===== src/rtl/eth_led_pkg.sv =====
package eth_led_pkg;
    localparam int unsigned NPIN = 3;

    typedef enum logic [1:0] {
        PM_INPUT     = 2'b00,
        PM_PUSHPULL  = 2'b01,
        PM_OPENDRAIN = 2'b10,
        PM_RSVD      = 2'b11
    } pin_mode_e;

    typedef enum logic [1:0] {
        ST_NOLINK = 2'b00,
        ST_IDLE   = 2'b01,
        ST_OFF    = 2'b10,
        ST_HOLD   = 2'b11
    } blink_st_e;
endpackage


===== src/rtl/eth_led_sync.sv =====
module eth_led_sync #(
    parameter int unsigned W = 3
) (
    input  logic         clk,
    input  logic         rst_n,
    input  logic [W-1:0] d,
    output logic [W-1:0] q
);
    logic [W-1:0] meta_q;
    logic [W-1:0] sync_q;

    always_ff @(posedge clk or negedge rst_n) begin
        if (!rst_n) begin
            meta_q <= '0;
            sync_q <= '0;
        end else begin
            meta_q <= d;
            sync_q <= meta_q;
        end
    end

    assign q = sync_q;
endmodule


===== src/rtl/eth_led_blink.sv =====
module eth_led_blink
    import eth_led_pkg::*;
#(
    parameter int unsigned BLINK_CYC = 8
) (
    input  logic clk,
    input  logic rst_n,
    input  logic link_up,
    input  logic act,
    output logic led_off
);
    localparam int unsigned CW = (BLINK_CYC < 2) ? 1 : $clog2(BLINK_CYC);
    localparam logic [CW-1:0] CNT_LAST = CW'(BLINK_CYC - 1);

    blink_st_e     state_q, state_d;
    logic [CW-1:0] cnt_q, cnt_d;
    logic          pend_q, pend_d;
    logic          cnt_last;

    // state register
    always_ff @(posedge clk or negedge rst_n) begin
        if (!rst_n) begin
            state_q <= ST_NOLINK;
            cnt_q   <= '0;
            pend_q  <= 1'b0;
        end else begin
            state_q <= state_d;
            cnt_q   <= cnt_d;
            pend_q  <= pend_d;
        end
    end

    assign cnt_last = (cnt_q == CNT_LAST);

    // next state
    always_comb begin
        state_d = state_q;
        cnt_d   = cnt_q;
        pend_d  = pend_q;
        if (!link_up) begin
            state_d = ST_NOLINK;
            cnt_d   = '0;
            pend_d  = 1'b0;
        end else begin
            unique case (state_q)
                ST_NOLINK: begin
                    state_d = ST_IDLE;
                    cnt_d   = '0;
                end
                ST_IDLE: begin
                    if (act || pend_q) begin
                        state_d = ST_OFF;
                        cnt_d   = '0;
                        pend_d  = 1'b0;
                    end
                end
                ST_OFF: begin
                    if (act) pend_d = 1'b1;
                    if (cnt_last) begin
                        state_d = ST_HOLD;
                        cnt_d   = '0;
                    end else begin
                        cnt_d = cnt_q + CW'(1);
                    end
                end
                ST_HOLD: begin
                    if (cnt_last) begin
                        cnt_d = '0;
                        if (act || pend_q) begin
                            state_d = ST_OFF;
                            pend_d  = 1'b0;
                        end else begin
                            state_d = ST_IDLE;
                        end
                    end else begin
                        cnt_d = cnt_q + CW'(1);
                        if (act) pend_d = 1'b1;
                    end
                end
            endcase
        end
    end

    // outputs
    always_comb begin
        led_off = !link_up || (state_q == ST_NOLINK) || (state_q == ST_OFF);
    end

    a_r5_link_drop_resets: assert property (@(posedge clk) disable iff (!rst_n)
        !link_up |=> state_q == ST_NOLINK);
    a_r6_hold_follows_off: assert property (@(posedge clk) disable iff (!rst_n)
        $rose(state_q == ST_HOLD) |-> $past(state_q) == ST_OFF);
    a_r6_interval_bound: assert property (@(posedge clk) disable iff (!rst_n)
        (state_q == ST_OFF || state_q == ST_HOLD) |-> cnt_q <= CNT_LAST);
    a_r7_pending_restarts: assert property (@(posedge clk) disable iff (!rst_n)
        (state_q == ST_HOLD && cnt_last && link_up && pend_q) |=> state_q == ST_OFF);
    a_r8_no_pend_without_link: assert property (@(posedge clk) disable iff (!rst_n)
        state_q == ST_NOLINK |-> !pend_q);
endmodule


===== src/rtl/eth_led_pin.sv =====
module eth_led_pin
    import eth_led_pkg::*;
(
    input  logic [1:0] mode,
    input  logic       led_en,
    input  logic       out_data,
    input  logic       led_level,
    input  logic       sync_in,
    output logic       pad_o,
    output logic       pad_oe,
    output logic       rd
);
    always_comb begin
        pad_o  = 1'b0;
        pad_oe = 1'b0;
        rd     = out_data;
        if (led_en) begin
            pad_oe = !led_level;
            rd     = led_level;
        end else begin
            unique case (pin_mode_e'(mode))
                PM_PUSHPULL: begin
                    pad_o  = out_data;
                    pad_oe = 1'b1;
                end
                PM_OPENDRAIN: begin
                    pad_oe = !out_data;
                end
                PM_INPUT, PM_RSVD: begin
                    rd = sync_in;
                end
            endcase
        end
    end

    always_comb begin
        a_r2_lamp_never_high: assert (!(led_en && pad_oe && pad_o));
        a_r1_input_released: assert (!(!led_en && !mode[0] && !mode[1] && pad_oe));
    end
endmodule


===== src/rtl/eth_led_gpio.sv =====
module eth_led_gpio
    import eth_led_pkg::*;
#(
    parameter int unsigned CLK_HZ   = 25_000_000,
    parameter int unsigned BLINK_MS = 80
) (
    input  logic                clk,
    input  logic                rst_n,
    input  logic                link_up,
    input  logic                speed_100,
    input  logic                full_duplex,
    input  logic                aneg_busy,
    input  logic                tx_act,
    input  logic                rx_act,
    input  logic                strap_speed_in,
    output logic                strap_speed,
    input  logic [2*NPIN-1:0]   pin_mode,
    input  logic [NPIN-1:0]     pin_out_data,
    input  logic [NPIN-1:0]     led_en,
    input  logic [NPIN-1:0]     pad_in,
    output logic [NPIN-1:0]     pin_rd,
    output logic [NPIN-1:0]     pad_o,
    output logic [NPIN-1:0]     pad_oe
);
    localparam int unsigned BLINK_CYC = (CLK_HZ / 1000) * BLINK_MS;

    logic            act_off;
    logic [NPIN-1:0] lamp_lvl;
    logic [NPIN-1:0] in_sync;
    logic            strap_q;
    logic            strap_done_q;

    always_ff @(posedge clk or negedge rst_n) begin
        if (!rst_n) begin
            strap_q      <= 1'b0;
            strap_done_q <= 1'b0;
        end else if (!strap_done_q) begin
            strap_q      <= strap_speed_in;
            strap_done_q <= 1'b1;
        end
    end
    assign strap_speed = strap_q;

    eth_led_blink #(.BLINK_CYC(BLINK_CYC)) u_blink (
        .clk     (clk),
        .rst_n   (rst_n),
        .link_up (link_up),
        .act     (tx_act | rx_act),
        .led_off (act_off)
    );

    assign lamp_lvl[0] = !(speed_100 || aneg_busy || !link_up);
    assign lamp_lvl[1] = act_off;
    assign lamp_lvl[2] = !(link_up && full_duplex);

    eth_led_sync #(.W(NPIN)) u_sync (
        .clk   (clk),
        .rst_n (rst_n),
        .d     (pad_in),
        .q     (in_sync)
    );

    for (genvar gi = 0; gi < NPIN; gi++) begin : g_pin
        eth_led_pin u_pin (
            .mode      (pin_mode[2*gi +: 2]),
            .led_en    (led_en[gi]),
            .out_data  (pin_out_data[gi]),
            .led_level (lamp_lvl[gi]),
            .sync_in   (in_sync[gi]),
            .pad_o     (pad_o[gi]),
            .pad_oe    (pad_oe[gi]),
            .rd        (pin_rd[gi])
        );
    end

    a_r9_strap_held: assert property (@(posedge clk) disable iff (!rst_n)
        (strap_done_q && $past(strap_done_q)) |-> $stable(strap_q));
endmodule


===== config.mk =====
export PLATFORM = sky130hd
export DESIGN_NAME = eth_led_gpio
export DESIGN_NICKNAME = d
export VERILOG_FILES = /design/src/rtl/eth_led_pkg.sv /design/src/rtl/eth_led_sync.sv /design/src/rtl/eth_led_blink.sv /design/src/rtl/eth_led_pin.sv /design/src/rtl/eth_led_gpio.sv
export SDC_FILE = /design/constraint.sdc
export NUM_CORES = 1
export LEC_CHECK = 0
export BUFFER_PORTS_ARGS = -buffer_cell sky130_fd_sc_hd__clkbuf_2
export CAP_MARGIN = 0
export CORE_AREA = 5 5 74 90
export DETAILED_ROUTE_END_ITERATION = 8
export DIE_AREA = 0 0 79 95
export GPL_TIMING_DRIVEN = 0
export PLACE_DENSITY_LB_ADDON = 0.1
export RECOVER_POWER = 100
export SETUP_SLACK_MARGIN = 0.02
export SLEW_MARGIN = 20
export SYNTH_ARGS = -nofsm -noshare
export SYNTH_HDL_FRONTEND = slang
export SYNTH_SLANG_ARGS = --single-unit

===== constraint.sdc =====
create_clock -name clk -period 2.4 [get_ports clk]
set_input_delay 0.36 -clock clk [delete_from_list [all_inputs] [get_ports clk]]
set_output_delay 0.36 -clock clk [all_outputs]
set_load 0.01 [all_outputs]

== After elaboration in Yosys (flattened, before gate mapping) ==
Cells that the tools add are included.
Operators by class
  add/subtract/negate cells: 1
  multiply operators: 0
  divide/modulo/power cells: 0
  $lt $le $gt $ge: 0
  equality and inequality tests: 17
  shift operators: 0
  mux-type cells: 33
  bitwise logic cells: 1
  reductions and logical operators: 22
Operators with widths (number)
  $mux W21: 3
  $pmux W21 S3: 1
  $add A21 B1 Y21 const B: 1
  $eq A21 B21 Y1 const B: 1
  $mux W1: 19
  $eq A2 B2 Y1 const B: 8
  $mux W2: 5
  $ne A3 B2 Y1 const B: 3
  $eq A2 B1 Y1 const B: 4
  $logic_not A2 Y1: 4
  $pmux W2 S4: 1
  $reduce_or A2 Y1: 4
  $logic_not A1 Y1: 7
  $pmux W1 S2: 3
  $logic_or A1 B1 Y1: 5
  $ne A4 B1 Y1 const B: 1
  $pmux W1 S3: 1
  $reduce_and A3 Y1: 1
  $logic_and A1 B1 Y1: 1
  $or A1 B1 Y1: 1
Storage, ports and cells
  register bits after elaboration: 32
  latch bits: 0
  bits in writable memories: 0
  ROM bits: 0
  bits of input ports: 24
  output and inout port bits: 10
  word-level logic and storage cells: 81
  memories kept: 0

== Longest topological paths before layout ==
  depth after elaboration: 6
  depth in mapped cells: 8
  depth with buffers taken out: 7

== By module ==
Synthesis repeated with hierarchy kept, for this count alone.
Unflattened totals
  cell total of the unflattened synthesis: 199
  area total of the unflattened synthesis: 1855.5 um2
By module, submodules not included
  eth_led_blink: instances 1, cells an instance 147, area an instance 1367.6 um2, seq. area each 600.6 um2
  eth_led_pin: instances 3, cells an instance 13, area an instance 83.8 um2, seq. area each 0.0 um2
  eth_led_sync: instances 1, cells an instance 6, area an instance 150.1 um2, seq. area each 150.1 um2
  eth_led_gpio: instances 1, cells an instance 7, area an instance 86.3 um2, seq. area each 50.0 um2

== Least setup slack after synthesis ==
OpenSTA, ideal clock, no wires.
  kind: reg-to-reg
  start point: register u_blink.cnt_q[11]
  end point: register u_blink.cnt_q[10]
  library setup time: 0.121 ns
  data arrival time: 1.845 ns
  required time: 2.279 ns
  setup slack: 0.434 ns
  stages on the path, launching flop included: 6
  buffers on the path: 0
  period minus slack after synthesis: 1.966 ns
  path through: dfrtp_1 -> or4_4 -> or4_1 -> a21boi_1 -> o21ai_1 -> a22o_1
On the way
  cells in the longest elaborated chain, start to end: 4
RTL lines
  start, declared: RTL line eth_led_blink.sv:16  | logic [CW-1:0] cnt_q, cnt_d;
  start signal, assigned: RTL line eth_led_blink.sv:28  | cnt_q <= cnt_d;
  $eq A21 B21 Y1: RTL line eth_led_blink.sv:33  | assign cnt_last = (cnt_q == CNT_LAST);
  $mux W21: RTL line eth_led_blink.sv:59, eth_led_blink.sv:67
  $pmux W21 S3: RTL line eth_led_blink.sv:45  | unique case (state_q)
  $mux W21: RTL line eth_led_blink.sv:40  | if (!link_up) begin
No other way between the ends.
A chain may end at the register's enable or synchronous reset.

== Final worst setup path ==
  start point: register u_blink.cnt_q[7]
  end point: register u_blink.cnt_q[9]
On the way
  cells in the longest elaborated chain, start to end: 4
  elaborated cells between the ends (all ways): 5
  those cells by class: add/sub: 1; eq/ne: 1; mux: 3
RTL lines (RTL line)
  $add A21 B1 Y21 or $eq A21 B21 Y1 (tied branches): eth_led_blink.sv:63, eth_led_blink.sv:76, eth_led_blink.sv:33
  $mux W21 (*): eth_led_blink.sv:59, eth_led_blink.sv:67
  $pmux W21 S3 (*): eth_led_blink.sv:45
  $mux W21 (*): eth_led_blink.sv:40
Mark *: on every way between the ends. The rest lies on a longest branch, timed or not.

==> impl_metrics.yaml <==
clock_network:
  cts_root_buf: "clkbuf_8"
  cts_resized: 0
  cts_buffer_depth: 2
  path_clk_slew_ns: 0.07
  cts_tree: "done"
  cts_made_buffers: 5
  clk_latency_ns: 0.29
  hold_buffers: 0
  clock_sinks: 32
  cts_setup_buffers: 0
  htree_num_levels: 2
placement:
  io_buffers: 32
  dpl.hpwl_mm: 3.08
  place_congestion: 0.699
worst_setup_path:
  critical-path-max-stage-delay_ns: 0.55
  critical_path_class: "register to register"
  cp_slowest_cell: "or4b_1"
  start_kind: "register"
  path_max_fanout: 10
  cp.required_ns: 2.56
  path_cells: "or4b_1, nor4_1, a21o_1, buf_2, o21ai_0, o2bb2ai_1"
  cp-end-kind: "register"
  cp.arrival_ns: 2.35
sta:
  period_needed_ns: 2.19
  slew_violations: 33
  skew_ns: 0.00617
  worst_pin_slew_ns: 1.75
  rsz0062_at_grt: "no"
  relSlewSlack_pct: -16.6
  timing.fmax_mhz: 457
  setup_viol: 0
  hold_ws_ns: 0.180
  fin_crit_sh_pct: 91.2
  fin_tns_setup_ns: 0
  hold_viol: 0
detailed_routing:
  vias_per_cell: 5.05
  vias: 1586
  wirelength_mm: 4.10
  avgRoutedWirePerCell_um: 13.1
  dr.pass1.iters: 4
  drt_drc_violations_left: 0
  antenna_left: 0
  drt-initial-drc-count: 57
floorplanning:
  rows: 31
  die_w_um: 79
  design.core.area_sq_um: 5780
  io_pins: 34
  start_util_pct: 33.5
  dieArea_sq_um: 7510
  die_y_um: 95
synth:
  yosys.cell_types.count: 49
  yosysTopAreaCell: "dfrtp_1"
  yosysSeqAreaShare_pct: 41.3
  syn_area_sq_um: 1940
  synth_edf_count: 0
  ys_seq_elements: 32
  ys_warn_count: 0
  avgSynthCellArea_sq_um: 9.31
  synth_common_cells: "32 x dfrtp_1, 21 x nor2_1, 17 x nand2_1, 17 x o21ai_0, 12 x inv_1"
  async_reset_ff_share_pct: 100
  synth_nets: 243
  synth_top_flop_cell: "dfrtp_1"
  synth_top_area_share_pct: 41.3
  synthCells: 208
  synth_most_common_cell: "dfrtp_1"
  yosys-top-cells-area: "dfrtp_1 41%, ha_1 7.1%, o21ai_0 4.4%, nor2_1 4.1%, xor2_1 4.1%"
finish:
  num_antenna_cells: 0
  fin_util_pct: 39.3
  drive_gt1_share_pct: 20.6
  seq_area_sq_um: 801
  area_growth_pct: 17.4
  fin_nets: 282
  multi_input_area_sq_um: 983
  fillers: 628
outcome:
  status: "complete, but fails checks"
  violations: "capacitance limit, slew limit"
pwr:
  irDropWorstVdd_mv: 0.259
  total_power_mw: 1.46
  power_density_nw_per_um2: 641
  p_leak_nw: 1.03
global_route:
  grt_pass1_vias: 1676
  grt_pass1_wl_mm: 7.41
  grt_overflow: 0
  antenna_found_initial: 0
  grt_max_degree: 33
  track_usage_pct: 12.3
flow_run:
  cap_violations: 1
worst_hold_path:
  min_path_type: "input pin to register"
==> report_power, final <==
part	internal, mW	total [mW]	switching, mW
Clock	0.307	0.515	0.208
Combinational	0.136	0.334	0.199
Sequential	0.573	0.607	0.0339
Total	1.02	1.46	0.440
==> cell usage in the layout (no fill, tap or decap), types with 2 or more instances in the layout <==
cell / instances
dfrtp_1: 32
clkbuf_2: 22
nor2_1: 21
nand2_1: 17
o21ai_0: 16
clkbuf_1: 13
inv_1: 12
ha_1: 11
nand3_1: 10
xor2_1: 9
buf_4: 9
nand4_1: 7
clkbuf_8: 6
a21oi_1: 6
o21a_1: 4
o31ai_1: 4
a21o_1: 3
o2bb2ai_1: 3
and3_1: 3
nand3b_1: 2
nor4_1: 2
o21ai_1: 2
buf_2: 2
nand2b_1: 2
nor2b_1: 2
o211ai_1: 2
==> cell type report <==
type,instances,share of cell area [%]
Sequential cell,32,35.2
Multi-Input combinational cell,149,43.3
Inverter,12,1.98
Tap cell,66,3.63
Timing Repair Buffer,32,6.44
Clock buffer,5,3.03
Clock inverter,3,1.87
Buffer,15,4.57
==> logic make-up (layout without fill, tap and decap cells) <==
kind of cell | count (synthesis) | count (layout) | synth area share (%)
fa+ha+maj | 11 | 11 | 7.11
compound gates | 47 | 47 | 16.9
simple gates | 79 | 79 | 21.7
mux | 1 | 1 | 0.581
buf+inv | 27 | 67 | 7.69
other cells | 1 | 1 | 0.194
xor+xnor | 10 | 10 | 4.52
flops | 32 | 32 | 41.3
==> state kept, by name, indices dropped and copies added, names as in the netlist <==
signal and cells:
strap_done_q 1, strap_speed 1, u_sync.meta_q 3, u_blink.state_q 2, u_sync.q 3, u_blink.pend_q 1
u_blink.cnt_q 21
==> per-layer routing <==
layer  vias up  part of all wire [%]  global-route usage, %
met5         -                     0                      0
met4         0                   1.7                   4.73
met3         5                   6.6                   3.15
met2        36                    48                   21.7
met1       746                    44                   14.3
li1        799                     -                      -
==> per-stage QoR <==
stage          area (sq um)  worst slack [ns]  std cells
2_1_floorplan          1940             0.434        208
3_3_place_gp           2180            0.0503        306
3_5_place_dp           2180            0.0573        306
4_1_cts                2290            0.0306        314
5_1_grt                2270            0.0222        314
6_report               2270             0.211        314
==> critical path: cells and delay by family (launching register included) <==
| kind | cells | cell delay (ns) |
|---|---|---|
| AO/OA/AOI/OAI | 3 | 0.52 |
| flip-flops | 1 | 0.46 |
| AND/OR/NAND/NOR | 2 | 0.86 |
| buffers and inverters | 1 | 0.24 |
==> path summary, 6_finish.rpt <==
kind                                              start                             to  slack [ns]  cells past startpoint
max                        u_blink.cnt_q[7]$_DFFE_PN0P_   u_blink.cnt_q[9]$_DFFE_PN0P_        0.21                      6
min                                           pad_in[2]     u_sync.meta_q[2]$_DFF_PN0_        0.18                      1
max reg2reg                u_blink.cnt_q[7]$_DFFE_PN0P_   u_blink.cnt_q[9]$_DFFE_PN0P_        0.21                      6
min reg2reg                  u_sync.meta_q[1]$_DFF_PN0_          u_sync.q[1]$_DFF_PN0_        0.35                      0
max in group asynchronous                         rst_n          u_sync.q[2]$_DFF_PN0_        0.86                      1
min in group asynchronous                         rst_n  u_blink.cnt_q[16]$_DFFE_PN0P_        0.53                      1
No activity file was read; power rests on OpenSTA's default activity.
